[src/rtl/bfly_pkg.sv]
// Package: shared constants and the microword layout for the butterfly unit.
// Assumes a control store of at most 2**UPC_W words.
package bfly_pkg;
    localparam int UPC_W = 3;

    localparam logic [UPC_W-1:0] UA_IDLE  = UPC_W'(0);
    localparam logic [UPC_W-1:0] UA_ENTRY = UPC_W'(1);

    // Accumulator operation requested by a microword.
    typedef enum logic [1:0] {
        ACC_HOLD = 2'd0,
        ACC_LOAD = 2'd1,
        ACC_MAC  = 2'd2
    } acc_op_e;

    // Jump kind: none, unconditional, or taken while the first pass runs.
    typedef enum logic [1:0] {
        JMP_NONE   = 2'd0,
        JMP_ALWAYS = 2'd1,
        JMP_PASS0  = 2'd2
    } jmp_e;

    // One horizontal microword: every field drives the datapath directly.
    typedef struct packed {
        acc_op_e          acc_op;    // multiplier into accumulator: hold, load, add/sub
        logic             b_imag;    // multiplier left operand: 0 = B real, 1 = B imag
        logic             w_cross;   // multiplier right operand: W part equal to / opposite of pass
        logic             sub_pass0; // accumulate with subtraction during the real pass
        logic             rnd_en;    // load the rounded product register
        logic             wb_en;     // write the result bus into an output register
        logic             wb_diff;   // 0 = sum output, 1 = difference output
        logic             pass_tgl;  // flip the real/imag pass flag
        jmp_e             jmp;
        logic [UPC_W-1:0] target;
        logic             done;
    } uword_t;
endpackage

[src/rtl/bfly_ucode_rom.sv]
// Control store: maps a micro-address to its microword.
// The program runs one half of the butterfly per pass. Words 1..5 execute for the
// real half, jump back once, execute for the imaginary half, then word 6 signals done.
module bfly_ucode_rom
    import bfly_pkg::*;
(
    input  logic [UPC_W-1:0] addr,
    output uword_t           word
);
    // Decode the address into control fields.
    always_comb begin
        word        = '0;
        word.acc_op = ACC_HOLD;
        word.jmp    = JMP_NONE;
        case (addr)
            UPC_W'(0): begin                 // idle: park here
                word.jmp    = JMP_ALWAYS;
                word.target = UA_IDLE;
            end
            UPC_W'(1): begin                 // acc = Br * W[same part]
                word.acc_op = ACC_LOAD;
            end
            UPC_W'(2): begin                 // acc -/+= Bi * W[other part]
                word.acc_op    = ACC_MAC;
                word.b_imag    = 1'b1;
                word.w_cross   = 1'b1;
                word.sub_pass0 = 1'b1;
            end
            UPC_W'(3): begin                 // round acc to the operand LSB
                word.rnd_en = 1'b1;
            end
            UPC_W'(4): begin                 // sum output <= sat(A + t)
                word.wb_en = 1'b1;
            end
            UPC_W'(5): begin                 // diff output <= sat(A - t), next pass
                word.wb_en    = 1'b1;
                word.wb_diff  = 1'b1;
                word.pass_tgl = 1'b1;
                word.jmp      = JMP_PASS0;
                word.target   = UA_ENTRY;
            end
            UPC_W'(6): begin                 // final word: report completion
                word.done   = 1'b1;
                word.jmp    = JMP_ALWAYS;
                word.target = UA_IDLE;
            end
            default: begin
                word.jmp    = JMP_ALWAYS;
                word.target = UA_IDLE;
            end
        endcase
    end
endmodule

[src/rtl/bfly_useq.sv]
// Micro-program counter. Start forces the entry address. Otherwise a taken jump
// loads the microword target and any other word advances by one.
// Assumes the status flag is valid in the cycle its microword executes.
module bfly_useq
    import bfly_pkg::*;
(
    input  logic             clk,
    input  logic             rst_n,
    input  logic             start,
    input  uword_t           word,
    input  logic             pass0,
    output logic [UPC_W-1:0] upc
);
    logic taken;

    // Evaluate the jump condition of the current microword.
    always_comb begin
        taken = (word.jmp == JMP_ALWAYS) || ((word.jmp == JMP_PASS0) && pass0);
    end

    // Advance the micro-program counter.
    always_ff @(posedge clk) begin
        if (!rst_n)      upc <= UA_IDLE;
        else if (start)  upc <= UA_ENTRY;
        else if (taken)  upc <= word.target;
        else             upc <= upc + 1'b1;
    end

    // any start, busy or not, restarts the program at the entry word.
    p_start_entry_r5: assert property (@(posedge clk) disable iff (!rst_n)
        start |=> (upc == UA_ENTRY));
endmodule

[src/rtl/bfly_round_rne.sv]
// Combinational rounder: drops DROP fraction bits from a signed value and rounds
// to nearest, with ties to the even neighbour.
// Assumes the input is not within one LSB of the positive rail (so the +1 cannot wrap).
module bfly_round_rne #(
    parameter int IN_W = 34,
    parameter int DROP = 15
) (
    input  logic signed [IN_W-1:0]      din,
    output logic signed [IN_W-DROP-1:0] dout
);
    localparam int OUT_W = IN_W - DROP;
    localparam logic [DROP-1:0] HALF = {1'b1, {(DROP-1){1'b0}}};

    logic signed [OUT_W-1:0] trunc;
    logic [DROP-1:0]         frac;
    logic                    up;

    // Floor by truncation, then decide the increment from the dropped bits.
    always_comb begin
        trunc = din[IN_W-1:DROP];
        frac  = din[DROP-1:0];
        up    = (frac > HALF) || ((frac == HALF) && trunc[0]);
        dout  = trunc + $signed({{(OUT_W-1){1'b0}}, up});
    end
endmodule

[src/rtl/bfly_datapath.sv]
// Shared butterfly datapath: operand registers, one multiplier, one accumulator,
// one rounder and a saturating write-back adder driving a single result bus.
// Assumes the control store issues the load, accumulate, round and write-back steps
// in that order within each pass.
module bfly_datapath
    import bfly_pkg::*;
#(
    parameter int DW = 16,
    parameter int FW = 15
) (
    input  logic                 clk,
    input  logic                 rst_n,
    input  logic                 start,
    input  uword_t               word,
    input  logic signed [DW-1:0] a_re,
    input  logic signed [DW-1:0] a_im,
    input  logic signed [DW-1:0] b_re,
    input  logic signed [DW-1:0] b_im,
    input  logic signed [DW-1:0] w_re,
    input  logic signed [DW-1:0] w_im,
    output logic                 pass0,
    output logic signed [DW-1:0] y0_re,
    output logic signed [DW-1:0] y0_im,
    output logic signed [DW-1:0] y1_re,
    output logic signed [DW-1:0] y1_im
);
    localparam int PW    = 2 * DW;
    localparam int ACC_W = PW + 2;
    localparam int T_W   = ACC_W - FW;
    localparam int S_W   = T_W + 1;
    localparam logic signed [S_W-1:0]   SMAX = S_W'((1 <<< (DW-1)) - 1);
    localparam logic signed [S_W-1:0]   SMIN = -SMAX - S_W'(1);
    localparam logic signed [ACC_W-1:0] HALF = ACC_W'(1 <<< (FW-1));

    logic signed [DW-1:0]    opa [2];
    logic signed [DW-1:0]    opb [2];
    logic signed [DW-1:0]    opw [2];
    logic                    pass;
    logic signed [DW-1:0]    mul_x, mul_y;
    logic signed [PW-1:0]    prod;
    logic signed [ACC_W-1:0] prod_ext, acc;
    logic signed [T_W-1:0]   t_next, t_reg;
    logic signed [S_W-1:0]   a_ext, t_ext, sum;
    logic signed [DW-1:0]    res_bus;
    logic signed [DW-1:0]    y0_q [2];
    logic signed [DW-1:0]    y1_q [2];

    // Capture the operands on start; index 0 is real, 1 is imaginary.
    always_ff @(posedge clk) begin
        if (!rst_n) begin
            for (int k = 0; k < 2; k++) begin
                opa[k] <= '0;
                opb[k] <= '0;
                opw[k] <= '0;
            end
        end else if (start) begin
            opa[0] <= a_re;  opa[1] <= a_im;
            opb[0] <= b_re;  opb[1] <= b_im;
            opw[0] <= w_re;  opw[1] <= w_im;
        end
    end

    // Pass flag: 0 while computing the real half, 1 for the imaginary half.
    always_ff @(posedge clk) begin
        if (!rst_n || start)    pass <= 1'b0;
        else if (word.pass_tgl) pass <= ~pass;
    end

    assign pass0 = ~pass;

    // Select multiplier operands and form the full-precision product.
    always_comb begin
        mul_x    = word.b_imag ? opb[1] : opb[0];
        mul_y    = opw[word.w_cross ^ pass];
        prod     = mul_x * mul_y;
        prod_ext = {{(ACC_W-PW){prod[PW-1]}}, prod};
    end

    // Accumulate the two partial products of one part of B*W.
    always_ff @(posedge clk) begin
        if (!rst_n) begin
            acc <= '0;
        end else begin
            case (word.acc_op)
                ACC_LOAD: acc <= prod_ext;
                ACC_MAC:  acc <= (word.sub_pass0 && !pass) ? acc - prod_ext : acc + prod_ext;
                default:  acc <= acc;
            endcase
        end
    end

    bfly_round_rne #(.IN_W(ACC_W), .DROP(FW)) u_round (
        .din  (acc),
        .dout (t_next)
    );

    // Hold the rounded product part for the two write-back steps.
    always_ff @(posedge clk) begin
        if (!rst_n)           t_reg <= '0;
        else if (word.rnd_en) t_reg <= t_next;
    end

    // Write-back adder with saturation onto the shared result bus.
    always_comb begin
        a_ext = {{(S_W-DW){opa[pass][DW-1]}}, opa[pass]};
        t_ext = {t_reg[T_W-1], t_reg};
        sum   = word.wb_diff ? a_ext - t_ext : a_ext + t_ext;
        if (sum > SMAX)      res_bus = {1'b0, {(DW-1){1'b1}}};
        else if (sum < SMIN) res_bus = {1'b1, {(DW-1){1'b0}}};
        else                 res_bus = sum[DW-1:0];
    end

    // Output registers: the bus lands in the part selected by pass and wb_diff.
    always_ff @(posedge clk) begin
        if (!rst_n) begin
            for (int k = 0; k < 2; k++) begin
                y0_q[k] <= '0;
                y1_q[k] <= '0;
            end
        end else if (word.wb_en) begin
            if (word.wb_diff) y1_q[pass] <= res_bus;
            else              y0_q[pass] <= res_bus;
        end
    end

    assign y0_re = y0_q[0];
    assign y0_im = y0_q[1];
    assign y1_re = y1_q[0];
    assign y1_im = y1_q[1];

    logic signed [ACC_W-1:0] t_scaled;
    assign t_scaled = {t_reg, {FW{1'b0}}};

    // the rounded value is within half an LSB of the accumulator it came from.
    p_round_err_r2: assert property (@(posedge clk) disable iff (!rst_n)
        word.rnd_en |=> ((t_scaled - $past(acc)) <= HALF) && ((t_scaled - $past(acc)) >= -HALF));

    // an exact tie always produces an even result.
    p_tie_even_r3: assert property (@(posedge clk) disable iff (!rst_n)
        (word.rnd_en && (acc[FW-1:0] == HALF[FW-1:0])) |=> !t_reg[0]);
endmodule

[src/rtl/bfly_butterfly.sv]
// Top of the microprogrammed complex butterfly: control store, sequencer and
// shared datapath. Computes y0 = A + B*W and y1 = A - B*W in Q1.15.
// Assumes start is a single-cycle pulse; done pulses in the final microword.
module bfly_butterfly
    import bfly_pkg::*;
#(
    parameter int DW = 16,
    parameter int FW = 15
) (
    input  logic                 clk,
    input  logic                 rst_n,
    input  logic                 start,
    input  logic signed [DW-1:0] a_re,
    input  logic signed [DW-1:0] a_im,
    input  logic signed [DW-1:0] b_re,
    input  logic signed [DW-1:0] b_im,
    input  logic signed [DW-1:0] w_re,
    input  logic signed [DW-1:0] w_im,
    output logic                 done,
    output logic signed [DW-1:0] y0_re,
    output logic signed [DW-1:0] y0_im,
    output logic signed [DW-1:0] y1_re,
    output logic signed [DW-1:0] y1_im
);
    logic [UPC_W-1:0] upc;
    uword_t           word;
    logic             pass0;

    bfly_ucode_rom u_rom (
        .addr (upc),
        .word (word)
    );

    bfly_useq u_seq (
        .clk   (clk),
        .rst_n (rst_n),
        .start (start),
        .word  (word),
        .pass0 (pass0),
        .upc   (upc)
    );

    bfly_datapath #(.DW(DW), .FW(FW)) u_dp (
        .clk   (clk),
        .rst_n (rst_n),
        .start (start),
        .word  (word),
        .a_re  (a_re),
        .a_im  (a_im),
        .b_re  (b_re),
        .b_im  (b_im),
        .w_re  (w_re),
        .w_im  (w_im),
        .pass0 (pass0),
        .y0_re (y0_re),
        .y0_im (y0_im),
        .y1_re (y1_re),
        .y1_im (y1_im)
    );

    // Completion comes straight from the executing microword.
    assign done = word.done;

    // done lasts exactly one cycle.
    p_done_pulse_r5: assert property (@(posedge clk) disable iff (!rst_n)
        done |=> !done);

    // while the sequencer idles and no start arrives, the results stay put.
    p_hold_idle_r6: assert property (@(posedge clk) disable iff (!rst_n)
        ((upc == UA_IDLE) && !start) |=> $stable({y0_re, y0_im, y1_re, y1_im}));
endmodule

[config.mk]
export PLATFORM = sky130hd
export DESIGN_NAME = bfly_butterfly
export DESIGN_NICKNAME = d
export VERILOG_FILES = /design/src/rtl/bfly_pkg.sv /design/src/rtl/bfly_ucode_rom.sv /design/src/rtl/bfly_useq.sv /design/src/rtl/bfly_round_rne.sv /design/src/rtl/bfly_datapath.sv /design/src/rtl/bfly_butterfly.sv
export SDC_FILE = /design/constraint.sdc
export NUM_CORES = 1
export LEC_CHECK = 0
export BUFFER_PORTS_ARGS = -buffer_cell sky130_fd_sc_hd__buf_2
export CORE_MARGIN = 3
export CORE_UTILIZATION = 63
export CTS_CLUSTER_DIAMETER = 50
export DETAILED_ROUTE_END_ITERATION = 16
export PLACE_DENSITY = 0.85
export RECOVER_POWER = 100
export SYNTH_ARGS = -nofsm -noshare
export SYNTH_HDL_FRONTEND = slang
export SYNTH_SLANG_ARGS = --single-unit
[constraint.sdc]
create_clock -name clk -period 12.55 [get_ports clk]
set_clock_uncertainty 0.1 [all_clocks]
set_input_delay 1.8825 -clock clk [delete_from_list [all_inputs] [get_ports clk]]
set_output_delay 1.8825 -clock clk [all_outputs]
set_load 0.005 [all_outputs]
==> results.py <==
metrics = {
    "yosys": {
        "synth_seq_cells": 218,
        "synth.largest_area_cell": "fa_1",
        "syn_avg_cell_area_um2": 9.41,
        "yosysMostFrequentCell": "inv_1",
        "synth_cell_types": 90,
        "synth_warnings": 0,
        "synth_fp_nets": 2966,
        "synthTopCellsByArea": "fa_1, edfxtp_1, ha_1, inv_1, dfxtp_1",
        "syn_area_mm2": 0.0231,
        "yosysSeqAreaShare_pct": 25.8,
        "synth_common_cells": "inv_1, fa_1, nand2_1",
        "synth_flop_cell": "edfxtp_1",
        "synth_cells": 2459,
        "synthArstFlopShare_pct": 0,
        "synth_edf_count": 160,
        "synth_top_area_share_pct": 22.8,
    },
    "clock_network": {
        "clk_pin_slew_ps": 60,
        "cts.sinks": 218,
        "cts_buffers": 26,
        "clk_latency_ps": 550,
        "htreeDepth": 1,
        "post-cts-setup-buffers": 0,
        "cts_tree": "done",
        "cts_root_buffer": "clkbuf_16",
        "max-clock-path-buffers": 3,
    },
    "global_route": {
        "grt_max_degree": 99,
        "grt-ovfl-total": 0,
        "track_usage_pct": 33.2,
        "grt_pass1_wl_um": 102000,
        "grt_pass1_vias": 18917,
        "grt_antenna_before_repair": 4,
    },
    "place": {
        "hpwl_um": 51000,
        "gp_congestion": 0.991,
        "dpl_cell_area_mm2": 0.0244,
        "dp.cells": 3026,
        "numPortBuffers": 163,
    },
    "finish": {
        "final_area_mm2": 0.0251,
        "nets": 3100,
        "drive_gt1_share_pct": 9.76,
        "max_flop_register": "u_dp.acc",
        "final_cells": 3077,
        "largest_register_ffs": 34,
        "syn_to_final_growth_pct": 8.48,
    },
    "route": {
        "drc": 0,
        "finalWirelength_um": 64400,
        "wl_per_cell_um": 20.9,
        "first_iter_violations": 1780,
        "via_per_inst": 6.11,
        "num_vias": 18796,
        "dr.pass1.iters": 6,
        "ant_nets": 0,
    },
    "critical_path": {
        "cpMostUsedCell": "fa_1",
        "crit_slowest_cell": "a2111oi_0",
        "worstSetupPathType": "reg2reg",
        "cp_slowest_stage_delay_ps": 650,
        "critPathCaptureType": "flop",
        "startpoint_type": "flop",
        "crit_required_ps": 12870,
        "crit_fanout": 21,
        "worstPathArrival_ps": 12200,
    },
    "floorplan": {
        "die_area_mm2": 0.0391,
        "initial_core_util_pct": 64.4,
        "rows": 69,
        "coreArea_mm2": 0.0359,
        "die_w_um": 198,
        "ioPinCount": 164,
        "die_y_um": 198,
    },
    "status": {
        "violations": "capacitance limit, slew limit",
        "outcome": "complete, but fails checks",
    },
    "timing": {
        "drv_slew": 343,
        "setup_viol": 0,
        "max_freq_mhz": 84.2,
        "hold_viol": 0,
        "worst_pin_slew_ps": 4250,
        "slew_headroom_pct": -183,
        "period_share_pct": 94.7,
        "period_minus_slack_ps": 11880,
        "setup_tns_ps": 0,
        "rsz0062_at_grt": "false",
    },
    "run": {
        "max-cap-violations": 4,
    },
    "worst_hold_path": {
        "hold_class": "reg2reg",
    },
}
-- final timing paths --
| kind | slack (ps) | cells after the start | from | end |
|---|---|---|---|---|
| min | 390 | 1 | u_dp.t_reg[10] | u_dp.t_reg[10] |
| min reg2reg | 390 | 1 | u_dp.t_reg[10] | u_dp.t_reg[10] |
| max reg2reg | 670 | 39 | u_seq.upc[0] | u_dp.acc[33] |
| max | 670 | 39 | u_seq.upc[0] | u_dp.acc[33] |
-- layout make-up --
class | count | area [um2]
Sequential cell | 218 | 5970
Tap cell | 461 | 577
Clock buffer | 31 | 679
Inverter | 357 | 1340
Timing Repair Buffer | 199 | 1020
Multi-Input combinational cell | 1791 | 15400
Antenna cell | 4 | 10.0
Clock inverter | 16 | 124
Fill cell | 2693 | 10800
-- worst max-delay path, delay by kind of cell, from the launching register on --
family | cells | cell delay [ps]
adders and majority gates | 10 | 4620
AOI/OAI and AO/OA | 12 | 3300
and+or+nand+nor | 8 | 1390
buffers and inverters | 6 | 1040
muxes | 1 | 470
xor gates and xnor gates | 2 | 460
DFF | 1 | 380
-- cells in the final DEF (no fill, tap or decap), drive strengths merged, types with 24 or more instances in the layout --
| cell type | count |
|---|---|
| inv | 359 |
| fa | 264 |
| nand2 | 246 |
| nor2 | 219 |
| edfxtp | 160 |
| buf | 155 |
| ha | 144 |
| o21ai | 128 |
| a21oi | 117 |
| and3 | 115 |
| xnor2 | 81 |
| clkbuf | 75 |
| dfxtp | 58 |
| xor2 | 57 |
| mux2i | 44 |
| o211a | 29 |
| a21o | 27 |
| mux2 | 27 |
| nand3 | 24 |
-- kinds of logic after synthesis --
group	Yosys count	share of synthesized area, %
compound gates	439	12.6
fa+ha+maj	408	30.6
flops	218	25.8
simple gates	735	15.1
mux	71	3.22
buf+inv	450	7.43
xor+xnor	138	5.25
-- stage by stage --
| stage | setup WS [ps] | utilization, % | hold WS, ps |
|---|---|---|---|
| after floorplan | 1140 | - | 354 |
| after global placement | 1230 | 68.1 | 368 |
| after detailed placement | 960 | 68.1 | 371 |
| after CTS | 846 | 70.3 | 389 |
| after global routing | 44.5 | 69.9 | 413 |
| final | 670 | 69.9 | 394 |
-- metal layers --
layer | vias up | global-route usage (%) | part of all wire (%)
li1 | 8514 | - | -
met1 | 9189 | 44.8 | 39
met2 | 942 | 53.7 | 47
met3 | 151 | 7.20 | 10
met4 | 0 | 11.3 | 3.8
met5 | - | 0 | 0
-- repair_timing --
action	4_1_cts	5_1_grt
hold buffers	0	0
resized for setup	0	1
setup endpoints to repair	0	1
Power is left out: the tool's default activity adds up to more than one toggle a clock period on the data nets, which glitch-free logic cannot reach.
